===== src/rtl/wsa_pkg.sv =====
package wsa_pkg;

    typedef enum logic {
        RA_WALLOC = 1'b0,
        RA_RALLOC = 1'b1
    } ra_state_t;

    typedef enum logic {
        L2_OFF = 1'b0,
        L2_ON  = 1'b1
    } l2_state_t;

endpackage


===== src/rtl/wsa_fill_tracker.sv =====
module wsa_fill_tracker #(
    parameter int LINE_BYTES = 64,
    parameter int LA_W       = 26,
    parameter int SLOTS      = 2,
    parameter int SLOT_W     = 1
) (
    input  logic                  clk,
    input  logic                  rst_n,
    input  logic                  fill_start,
    input  logic [SLOT_W-1:0]     fill_start_slot,
    input  logic [LA_W-1:0]       fill_start_line,
    input  logic                  st_valid,
    input  logic [LA_W-1:0]       st_line,
    input  logic [LINE_BYTES-1:0] st_be,
    input  logic                  fill_done,
    input  logic [SLOT_W-1:0]     fill_done_slot,
    output logic                  done_full,
    output logic                  done_partial
);

    logic [SLOTS-1:0] slot_busy;
    logic [SLOTS-1:0] slot_cover;

    for (genvar g = 0; g < SLOTS; g++) begin : g_slot
        logic                  busy_q;
        logic [LA_W-1:0]       line_q;
        logic [LINE_BYTES-1:0] mask_q;
        logic                  hit_st;

        assign hit_st = st_valid && busy_q && (line_q == st_line);

        always_ff @(posedge clk) begin
            if (!rst_n) begin
                busy_q <= 1'b0;
                line_q <= '0;
                mask_q <= '0;
            end else begin
                if (fill_done && (fill_done_slot == SLOT_W'(g))) begin
                    busy_q <= 1'b0;
                end
                if (hit_st) begin
                    mask_q <= mask_q | st_be;
                end
                if (fill_start && (fill_start_slot == SLOT_W'(g))) begin
                    busy_q <= 1'b1;
                    line_q <= fill_start_line;
                    mask_q <= '0;
                end
            end
        end

        assign slot_busy[g]  = busy_q;
        assign slot_cover[g] = &mask_q;

        // a slot that was just (re)allocated cannot report full coverage
        AST_FRESH_SLOT_EMPTY: assert property (@(posedge clk) disable iff (!rst_n)
            (fill_start && fill_start_slot == SLOT_W'(g)) |=> !slot_cover[g]);
    end

    logic sel_busy;
    logic sel_cover;

    always_comb begin
        sel_busy  = 1'b0;
        sel_cover = 1'b0;
        for (int i = 0; i < SLOTS; i++) begin
            if (fill_done_slot == SLOT_W'(i)) begin
                sel_busy  = slot_busy[i];
                sel_cover = slot_cover[i];
            end
        end
        done_full    = fill_done && sel_busy && sel_cover;
        done_partial = fill_done && sel_busy && !sel_cover;
    end

endmodule


===== src/rtl/wsa_wb_tracker.sv =====
module wsa_wb_tracker #(
    parameter int LA_W = 26
) (
    input  logic            clk,
    input  logic            rst_n,
    input  logic            l2wr_valid,
    input  logic [LA_W-1:0] l2wr_line,
    input  logic            l2wr_cacheable,
    input  logic            l2wr_full,
    input  logic            l2wr_ack,
    input  logic            ld_valid,
    input  logic [LA_W-1:0] ld_line,
    output logic            exit_partial,
    output logic            load_hit
);

    logic            wb_busy_q;
    logic [LA_W-1:0] wb_line_q;

    always_ff @(posedge clk) begin
        if (!rst_n) begin
            wb_busy_q <= 1'b0;
            wb_line_q <= '0;
        end else begin
            if (l2wr_ack) begin
                wb_busy_q <= 1'b0;
            end
            if (l2wr_valid) begin
                wb_busy_q <= 1'b1;
                wb_line_q <= l2wr_line;
            end
        end
    end

    assign exit_partial = l2wr_valid && l2wr_cacheable && !l2wr_full;
    assign load_hit     = ld_valid && wb_busy_q && (ld_line == wb_line_q);

    // a line match requires that an L2 write was issued before
    AST_HIT_AFTER_WRITE: assert property (@(posedge clk) disable iff (!rst_n)
        ($past(l2wr_ack) && !$past(l2wr_valid)) |-> !load_hit);

endmodule


===== src/rtl/wsa_l2_mode.sv =====
module wsa_l2_mode
    import wsa_pkg::*;
#(
    parameter int L2_THRESH  = 3,
    parameter bit L2_PRESENT = 1'b1
) (
    input  logic clk,
    input  logic rst_n,
    input  logic l2wr_valid,
    input  logic l2wr_full,
    output logic l2_on
);

    localparam int CNT_W = $clog2(L2_THRESH + 1);

    if (L2_PRESENT) begin : g_l2
        l2_state_t        st_q, st_n;
        logic [CNT_W-1:0] cnt_q, cnt_n;

        always_ff @(posedge clk) begin
            if (!rst_n) begin
                st_q  <= L2_OFF;
                cnt_q <= '0;
            end else begin
                st_q  <= st_n;
                cnt_q <= cnt_n;
            end
        end

        always_comb begin
            st_n  = st_q;
            cnt_n = cnt_q;
            if (l2wr_valid) begin
                if (l2wr_full) begin
                    if (cnt_q != CNT_W'(L2_THRESH)) begin
                        cnt_n = cnt_q + 1'b1;
                    end
                    unique case (st_q)
                        L2_OFF: if (cnt_n == CNT_W'(L2_THRESH)) st_n = L2_ON;
                        L2_ON:  st_n = L2_ON;
                        default: st_n = L2_OFF;
                    endcase
                end else begin
                    cnt_n = '0;
                    st_n  = L2_OFF;
                end
            end
        end

        assign l2_on = (st_q == L2_ON);

        AST_L2_PARTIAL_CLEARS: assert property (@(posedge clk) disable iff (!rst_n)
            (l2wr_valid && !l2wr_full) |=> !l2_on);
        AST_L2_RISE_ON_FULL: assert property (@(posedge clk) disable iff (!rst_n)
            $rose(l2_on) |-> $past(l2wr_valid && l2wr_full));
        AST_L2_CNT_BOUND: assert property (@(posedge clk) disable iff (!rst_n)
            cnt_q <= CNT_W'(L2_THRESH));
    end else begin : g_no_l2
        assign l2_on = 1'b0;
    end

endmodule


===== src/rtl/wstream_alloc_ctl.sv =====
module wstream_alloc_ctl
    import wsa_pkg::*;
#(
    parameter int LINE_BYTES = 64,
    parameter int LA_W       = 26,
    parameter int SLOTS      = 2,
    parameter int SLOT_W     = (SLOTS > 1) ? $clog2(SLOTS) : 1,
    parameter int RA_THRESH  = 3,
    parameter int L2_THRESH  = 3,
    parameter bit L2_PRESENT = 1'b1
) (
    input  logic                  clk,
    input  logic                  rst_n,
    input  logic                  fill_start,
    input  logic [SLOT_W-1:0]     fill_start_slot,
    input  logic [LA_W-1:0]       fill_start_line,
    input  logic                  st_valid,
    input  logic [LA_W-1:0]       st_line,
    input  logic [LINE_BYTES-1:0] st_be,
    input  logic                  fill_done,
    input  logic [SLOT_W-1:0]     fill_done_slot,
    input  logic                  st_miss,
    input  logic                  l2wr_valid,
    input  logic [LA_W-1:0]       l2wr_line,
    input  logic                  l2wr_cacheable,
    input  logic                  l2wr_full,
    input  logic                  l2wr_ack,
    input  logic                  ld_valid,
    input  logic [LA_W-1:0]       ld_line,
    output logic                  ra_mode,
    output logic                  l2_ra_mode,
    output logic                  miss_dec_valid,
    output logic                  miss_dec_to_l2
);

    localparam int RUN_W = $clog2(RA_THRESH + 1);

    logic done_full, done_partial;
    logic exit_partial, load_hit;

    wsa_fill_tracker #(
        .LINE_BYTES (LINE_BYTES),
        .LA_W       (LA_W),
        .SLOTS      (SLOTS),
        .SLOT_W     (SLOT_W)
    ) u_fill (
        .clk             (clk),
        .rst_n           (rst_n),
        .fill_start      (fill_start),
        .fill_start_slot (fill_start_slot),
        .fill_start_line (fill_start_line),
        .st_valid        (st_valid),
        .st_line         (st_line),
        .st_be           (st_be),
        .fill_done       (fill_done),
        .fill_done_slot  (fill_done_slot),
        .done_full       (done_full),
        .done_partial    (done_partial)
    );

    wsa_wb_tracker #(
        .LA_W (LA_W)
    ) u_wb (
        .clk            (clk),
        .rst_n          (rst_n),
        .l2wr_valid     (l2wr_valid),
        .l2wr_line      (l2wr_line),
        .l2wr_cacheable (l2wr_cacheable),
        .l2wr_full      (l2wr_full),
        .l2wr_ack       (l2wr_ack),
        .ld_valid       (ld_valid),
        .ld_line        (ld_line),
        .exit_partial   (exit_partial),
        .load_hit       (load_hit)
    );

    wsa_l2_mode #(
        .L2_THRESH  (L2_THRESH),
        .L2_PRESENT (L2_PRESENT)
    ) u_l2 (
        .clk        (clk),
        .rst_n      (rst_n),
        .l2wr_valid (l2wr_valid),
        .l2wr_full  (l2wr_full),
        .l2_on      (l2_ra_mode)
    );

    // Main read-allocate state machine
    ra_state_t        st_q, st_n;
    logic [RUN_W-1:0] run_q, run_n;

    always_ff @(posedge clk) begin
        if (!rst_n) begin
            st_q  <= RA_WALLOC;
            run_q <= '0;
        end else begin
            st_q  <= st_n;
            run_q <= run_n;
        end
    end

    always_comb begin
        st_n  = st_q;
        run_n = run_q;
        unique case (st_q)
            RA_WALLOC: begin
                if (done_full) begin
                    if (run_q == RUN_W'(RA_THRESH - 1)) begin
                        st_n  = RA_RALLOC;   // ENTER
                        run_n = '0;
                    end else begin
                        run_n = run_q + 1'b1;
                    end
                end else if (done_partial) begin
                    run_n = '0;
                end
            end
            RA_RALLOC: begin
                run_n = '0;
                if (exit_partial || load_hit) begin
                    st_n = RA_WALLOC;        // LEAVE
                end
            end
            default: begin
                st_n  = RA_WALLOC;
                run_n = '0;
            end
        endcase
    end

    // Outputs and miss decision register
    logic dec_v_q, dec_l2_q;

    always_ff @(posedge clk) begin
        if (!rst_n) begin
            dec_v_q  <= 1'b0;
            dec_l2_q <= 1'b0;
        end else begin
            dec_v_q  <= st_miss;
            dec_l2_q <= st_miss && (st_q == RA_RALLOC);
        end
    end

    always_comb begin
        ra_mode        = (st_q == RA_RALLOC);
        miss_dec_valid = dec_v_q;
        miss_dec_to_l2 = dec_l2_q;
    end

    AST_ENTER_ON_FULL_FILL: assert property (@(posedge clk) disable iff (!rst_n)
        $rose(ra_mode) |-> $past(done_full));
    AST_RUN_BOUND: assert property (@(posedge clk) disable iff (!rst_n)
        run_q < RUN_W'(RA_THRESH));
    AST_DEC_NEEDS_MISS: assert property (@(posedge clk) disable iff (!rst_n)
        miss_dec_to_l2 |-> miss_dec_valid);
    AST_LEAVE_PARTIAL: assert property (@(posedge clk) disable iff (!rst_n)
        (ra_mode && exit_partial) |=> !ra_mode);
    AST_LEAVE_LOAD: assert property (@(posedge clk) disable iff (!rst_n)
        (ra_mode && load_hit) |=> !ra_mode);
    AST_RA_RUN_CLEAR: assert property (@(posedge clk) disable iff (!rst_n)
        ra_mode |-> (run_q == '0));

endmodule


===== config.mk =====
export PLATFORM = sky130hd
export DESIGN_NAME = wstream_alloc_ctl
export DESIGN_NICKNAME = d
export VERILOG_FILES = /design/src/rtl/wsa_pkg.sv /design/src/rtl/wsa_fill_tracker.sv /design/src/rtl/wsa_wb_tracker.sv /design/src/rtl/wsa_l2_mode.sv /design/src/rtl/wstream_alloc_ctl.sv
export SDC_FILE = /design/constraint.sdc
export NUM_CORES = 1
export LEC_CHECK = 0
export BUFFER_PORTS_ARGS = -buffer_cell sky130_fd_sc_hd__buf_4
export CORE_MARGIN = 2
export CORE_UTILIZATION = 26
export DETAILED_ROUTE_END_ITERATION = 10
export SLEW_MARGIN = 20
export SYNTH_ARGS = -nofsm -noshare
export SYNTH_HDL_FRONTEND = slang
export SYNTH_SLANG_ARGS = --single-unit

===== constraint.sdc =====
create_clock -name clk -period 3.2 [get_ports clk]
set_clock_uncertainty 0.2 [all_clocks]
set_input_delay 0.16 -clock clk [delete_from_list [all_inputs] [get_ports clk]]
set_output_delay 0.16 -clock clk [all_outputs]
set_load 0.02 [all_outputs]

==> results of run 1 <==
-- power groups by stage --
stage | clock (W) | sequential [W] | combinational [W]
2_1_floorplan | 0 | 0.00284 | 0.000238
3_3_place_gp | 0 | 0.00285 | 0.000516
3_5_place_dp | 0 | 0.00285 | 0.000519
4_1_cts | 0.00301 | 0.00279 | 0.000665
5_1_grt | 0.00313 | 0.00280 | 0.000719
6_report | 0.00294 | 0.00279 | 0.000660
-- repair_timing --
item                                   CTS  global route
endpoints found under the hold margin  217             0
hold buffers                           143             0
resized for setup                        0             0
-- routing by layer --
metal / up-vias / share of wire / wire length [microns]
met5: - / 0 / 0
met4: 0 / 0.018 / 465
met3: 35 / 0.063 / 1670
met2: 204 / 0.47 / 12500
met1: 3642 / 0.45 / 11900
li1: 3905 / - / -
-- final cells by class --
| cell class | count | area [sq um] |
|---|---|---|
| antenna | 1 | 2.50 |
| clock buffer | 37 | 753 |
| clock inverter | 10 | 103 |
| fill | 3306 | 20600 |
| inverter | 4 | 15.0 |
| multi-input combinational | 659 | 4070 |
| sequential | 217 | 4340 |
| tap | 448 | 561 |
| timing repair buffer | 339 | 2950 |
-- registers in the layout, summed over array words and instances, names as in the netlist --
register / cells
u_fill.g_slot.busy_q: 2
u_fill.g_slot.line_q: 52
u_wb.wb_line_q: 26
run_q: 2
miss_dec_valid: 1
u_wb.wb_busy_q: 1
miss_dec_to_l2: 1
ra_mode: 1
u_fill.g_slot.mask_q: 128
u_l2.g_l2.cnt_q: 2
u_l2.l2_on: 1
-- worst paths after layout --
kind                                             startpoint                          end
worst max register to register           u_wb.wb_line_q[22]                      ra_mode
worst max-delay path                        fill_start_slot   u_fill.g_slot[0].line_q[1]
worst min-delay path                             fill_start   u_fill.g_slot[1].line_q[0]
worst min register to register  u_fill.g_slot[0].mask_q[46]  u_fill.g_slot[0].mask_q[46]
-- cell usage in the layout, fill, tap and decap left out, types with 6 or more instances in the layout --
cell / Yosys / final
nand2_1: 120 / 119
nor4_1: 13 / 13
dfxtp_1: 217 / 217
xor2_1: 32 / 32
clkbuf_16: 0 / 27
nor2_1: 74 / 74
buf_4: 0 / 192
a21boi_0: 55 / 55
a31oi_1: 128 / 128
xnor2_1: 46 / 46
clkinv_2: 0 / 7
mux2i_1: 27 / 27
nand4_1: 39 / 39
dlygate4sd3_1: 0 / 143
clkbuf_1: 21 / 6
nor2b_1: 28 / 28
nor2_2: 60 / 60
-- per-stage QoR --
step | setup WS (ns) | total power, W | cell area [sq um] | std cells
finish | 0.850 | 0.00639 | 12800 | 1715
global route | 0.714 | 0.00664 | 12800 | 1715
CTS | 0.888 | 0.00647 | 12800 | 1714
detailed placement | 1.04 | 0.00337 | 10500 | 1524
global placement | 1.06 | 0.00336 | 10500 | 1524
floorplan | 1.06 | 0.00308 | 8830 | 940
-- cell families after synthesis --
family	share of synthesized area
mux	0.0306
compound gates	0.146
xor+xnor	0.0774
flops	0.492
buf+inv	0.0489
simple gates	0.205
-- critical path: stages --
cell and delay (ns):
dlygate4sd3_1 0.53, buf_4 0.14, nor2b_1 0.10, buf_4 0.31
nand2_1 0.09, dlygate4sd3_1 0.56, a21boi_0 0.15, dlygate4sd3_1 0.57
==> impl_metrics.ini, run 1 <==
[run_status]
status = completed

[global_route]
grt_pass1_wl_microns = 42100
overflow = 0
grt_max_degree = 69
track_usage = 0.147
grt.met3_usage = 0.0345
antenna_found_initial = 2
grt_pass1_vias = 7801
use_met2 = 0.245
use_met1 = 0.193
grt.busiest_layer = met2

[place]
io_buffers = 184
hpwl_microns = 17600
place_congestion = 0.771

[power_and_ir_drop]
p_clk_frac = 0.460
p_int_w = 0.00492
powerDensity_nw_per_um2 = 499
ir_drop_mv = 0.376
comb_power_share = 0.103
cellLeakagePower_nw = 4.84
sequentialPowerShare = 0.437
p_switching_w = 0.00146
swShare = 0.229

[sta]
finalCriticalPeriod_ns = 2.35
tns_ns = 0
final-max-slew-violation-count = 0
rsz0062_at_grt = false
max_freq_ghz = 0.425
hold_viol = 0
relSlewSlack = 0.506
tightest_slew_ns = 0.740
setup_viol = 0
holdWs_ns = 0.0478
fin_crit_sh = 0.735

[synth]
yosysTopAreaCell = dfxtp_1
synthArstFlopShare = 0
syn_inst = 940
synth_area_leaders = dfxtp_1 49%, a31oi_1 9.1%, nand2_1 5.1%
yosysUniqueCellTypes = 40
yosysMostFrequentCell = dfxtp_1
ys_ff_latch = 217
syn_area_sq_um = 8830
synth-seq-area-share = 0.492
yosysWarnings = 0
synthFlopType = dfxtp_1
yosysTopAreaCellShare = 0.492
synth_commonest_cells = 217 x dfxtp_1, 128 x a31oi_1, 120 x nand2_1
syn_avg_cell_area_sq_um = 9.39
synth-edff-count = 0
syn-num-nets = 1121

[detailed_routing]
drt-pass1-iter-count = 5
drtIter0Drc = 398
avgViaCountPerCell = 4.54
post_drt_wl_per_cell_microns = 15.5
dr_total_vias = 7786
drc = 0
ant_nets = 0
wirelength_microns = 26500

[die]
die-area_sq_um = 35400
io_pins = 185
core_area_sq_um = 33400
start_util = 0.264
dieWidth_microns = 188
row_count = 67
dieHeight_microns = 188

[cts]
htreeDepth = 1
cts_root_buf = clkbuf_16
clkTransAtPathRegs_ns = 0.06
cts.sinks = 217
clock_latency_ns = 0.53
cts.path.max_buffers = 3
cts_setup_buffers = 0
cts_buffers = 26
cts_tree = yes

[hold_path]
worstHoldPathType = input pin to register
min_path_cells = 5

[job]
drv_cap = 0

[critical_path]
worstPathArrival_ns = 2.63
reg2reg_depth = 6
cp.required_ns = 3.48
worst_setup_path_start_kind = input pin
critPathMaxFanout = 26
reg2reg_slack_ns = 0.90
path_class = input pin to register
cp-end-kind = register

[cells_and_area]
syn_to_final_growth_pct = 45.0
drive_gt1_frac = 0.242
nets = 1428
fin_util = 0.383
Note: power is estimated with default switching activity, not from simulation.
==> run 2: changes to the inputs <==
==> constraint.sdc (replaced) <==
create_clock -name clk -period 2.2 [get_ports clk]
set_clock_uncertainty 0.2 [all_clocks]
set_input_delay 0.11 -clock clk [delete_from_list [all_inputs] [get_ports clk]]
set_output_delay 0.11 -clock clk [all_outputs]
set_load 0.02 [all_outputs]
==> impl_metrics.ini, run 2 (synthesis results as in run 1) <==
[hold_path]
worstHoldPathType = input pin to register

[critical_path]
cp.required_ns = 2.46
cp-end-kind = register
worstPathArrival_ns = 2.39
critPathMaxFanout = 32
path_class = register to register
worst_setup_path_start_kind = register

[cts]
clock_latency_ns = 0.53
htreeDepth = 1
cts_buffers = 25
cts_tree = yes
cts_root_buf = clkbuf_16
clkTransAtPathRegs_ns = 0.06
cts.path.max_buffers = 3
cts.sinks = 217

[cells_and_area]
n_antenna_cell = 0
final_common_cell = dfxtp_1
nets = 1435
reg.largest.list = u_fill.g_slot.mask_q x128, u_fill.g_slot.line_q x52, u_wb.wb_line_q x26
largest_reg_flops = 128
seq_area_sq_um = 4340
multi_input_area_sq_um = 4070
drive_gt1_frac = 0.247
top_register = u_fill.g_slot.mask_q
nFillCells = 3271
syn_to_final_growth_pct = 46.4
final_cell_mix = 217 x dfxtp_1, 196 x buf_4, 141 x dlygate4sd3_1

[power_and_ir_drop]
ir_drop_mv = 0.498
powerDensity_nw_per_um2 = 732
cellLeakagePower_nw = 4.90

[global_route]
overflow = 0
track_usage = 0.145
grt_max_degree = 65
grt_pass1_wl_microns = 41600
grt_pass1_vias = 7725
antenna_found_initial = 1

[sta]
tightest_slew_ns = 0.464
tns_ns = 0
final-max-slew-violation-count = 0
max_freq_ghz = 0.468
setup_viol = 0
fin_crit_sh = 0.971
holdWs_ns = 0.00219
relSlewSlack = 0.690
finalCriticalPeriod_ns = 2.14
hold_viol = 0
rsz0062_at_grt = false

[job]
drv_cap = 0

[detailed_routing]
avgViaCountPerCell = 4.62
drc = 0
drtIter0Drc = 408
dr_total_vias = 7939
post_drt_wl_per_cell_microns = 15.6
drt-pass1-iter-count = 5
ant_nets = 0
wirelength_microns = 26800

[die]
start_util = 0.264
dieHeight_microns = 188
io_pins = 185
die-area_sq_um = 35400
core_area_sq_um = 33400
dieWidth_microns = 188
row_count = 67

[place]
io_buffers = 184
place_congestion = 0.755
hpwl_microns = 17600

[run_status]
status = completed
[run 2: cell types whose count changed in the layout (fill, tap and decap cells not counted), sizes merged, moves of 2 or more]
cell,previous run,this run
buf,196,204
bufinv,2,5
clkinv,7,5
dlygate4sd3,143,141
[run 2: final timing paths]
check	slack, ns	endpoint	cells past startpoint	startpoint
max	0.06	u_fill.g_slot[1].mask_q[63]	7	u_fill.g_slot[1].line_q[14]
min	0.002	ra_mode	6	ld_line[15]
max reg2reg	0.06	u_fill.g_slot[1].mask_q[63]	7	u_fill.g_slot[1].line_q[14]
min reg2reg	0.26	u_fill.g_slot[0].mask_q[34]	2	u_fill.g_slot[0].mask_q[34]
[run 2: critical path: stages, from the launching register on]
cell     delay (ns)
dfxtp_1        0.32
xor2_1         0.16
or4_4          0.54
nor4_4         0.13
buf_4          0.19
buf_6          0.28
a31oi_1        0.13
nor2_1         0.11
[run 2: layer usage]
| layer | GRT usage | share of wire | wire [microns] |
|---|---|---|---|
| met2 | 0.245 | 0.48 | 12900 |
| met4 | 0.0227 | 0.012 | 333 |
| met3 | 0.0309 | 0.067 | 1810 |
| met1 | 0.192 | 0.44 | 11800 |
| met5 | 0 | 0 | 0 |
[run 2: power by group]
| part | leakage [nW] | switching (W) | total [W] | internal, W |
|---|---|---|---|---|
| clock | 0.431 | 0.00165 | 0.00442 | 0.00277 |
| combinational | 2.70 | 0.000413 | 0.000977 | 0.000563 |
| sequential | 1.76 | 0.0000505 | 0.00406 | 0.00401 |
| total | 4.90 | 0.00211 | 0.00946 | 0.00735 |
[run 2: final cells by class]
| class | instances | share of cell area |
|---|---|---|
| sequential | 217 | 0.336 |
| clock buffer | 34 | 0.0533 |
| clock inverter | 11 | 0.0142 |
| inverter | 4 | 0.00116 |
| tap | 448 | 0.0434 |
| timing repair buffer | 347 | 0.237 |
| multi-input combinational | 659 | 0.315 |
[run 2: timing repair]
action / in CTS / in global routing
hold buffers: 141 / 0
resized for setup: 0 / 7
buffers inserted: 0 / 3
endpoints found under the hold margin: 217 / 0
endpoints found under the setup margin: 0 / 78
[run 2: per-stage QoR]
stage                      util  setup slack (ns)  power [W]  area (sq um)  cells
after global placement    0.316            0.0905    0.00490         10600   1529
after detailed placement  0.316            0.0593    0.00491         10600   1529
after floorplan               -            0.0637    0.00448          8830    940
after CTS                 0.384            0.0360    0.00958         12900   1715
after global routing      0.386           0.00575    0.00986         12900   1720
final                     0.386            0.0639    0.00946         12900   1720
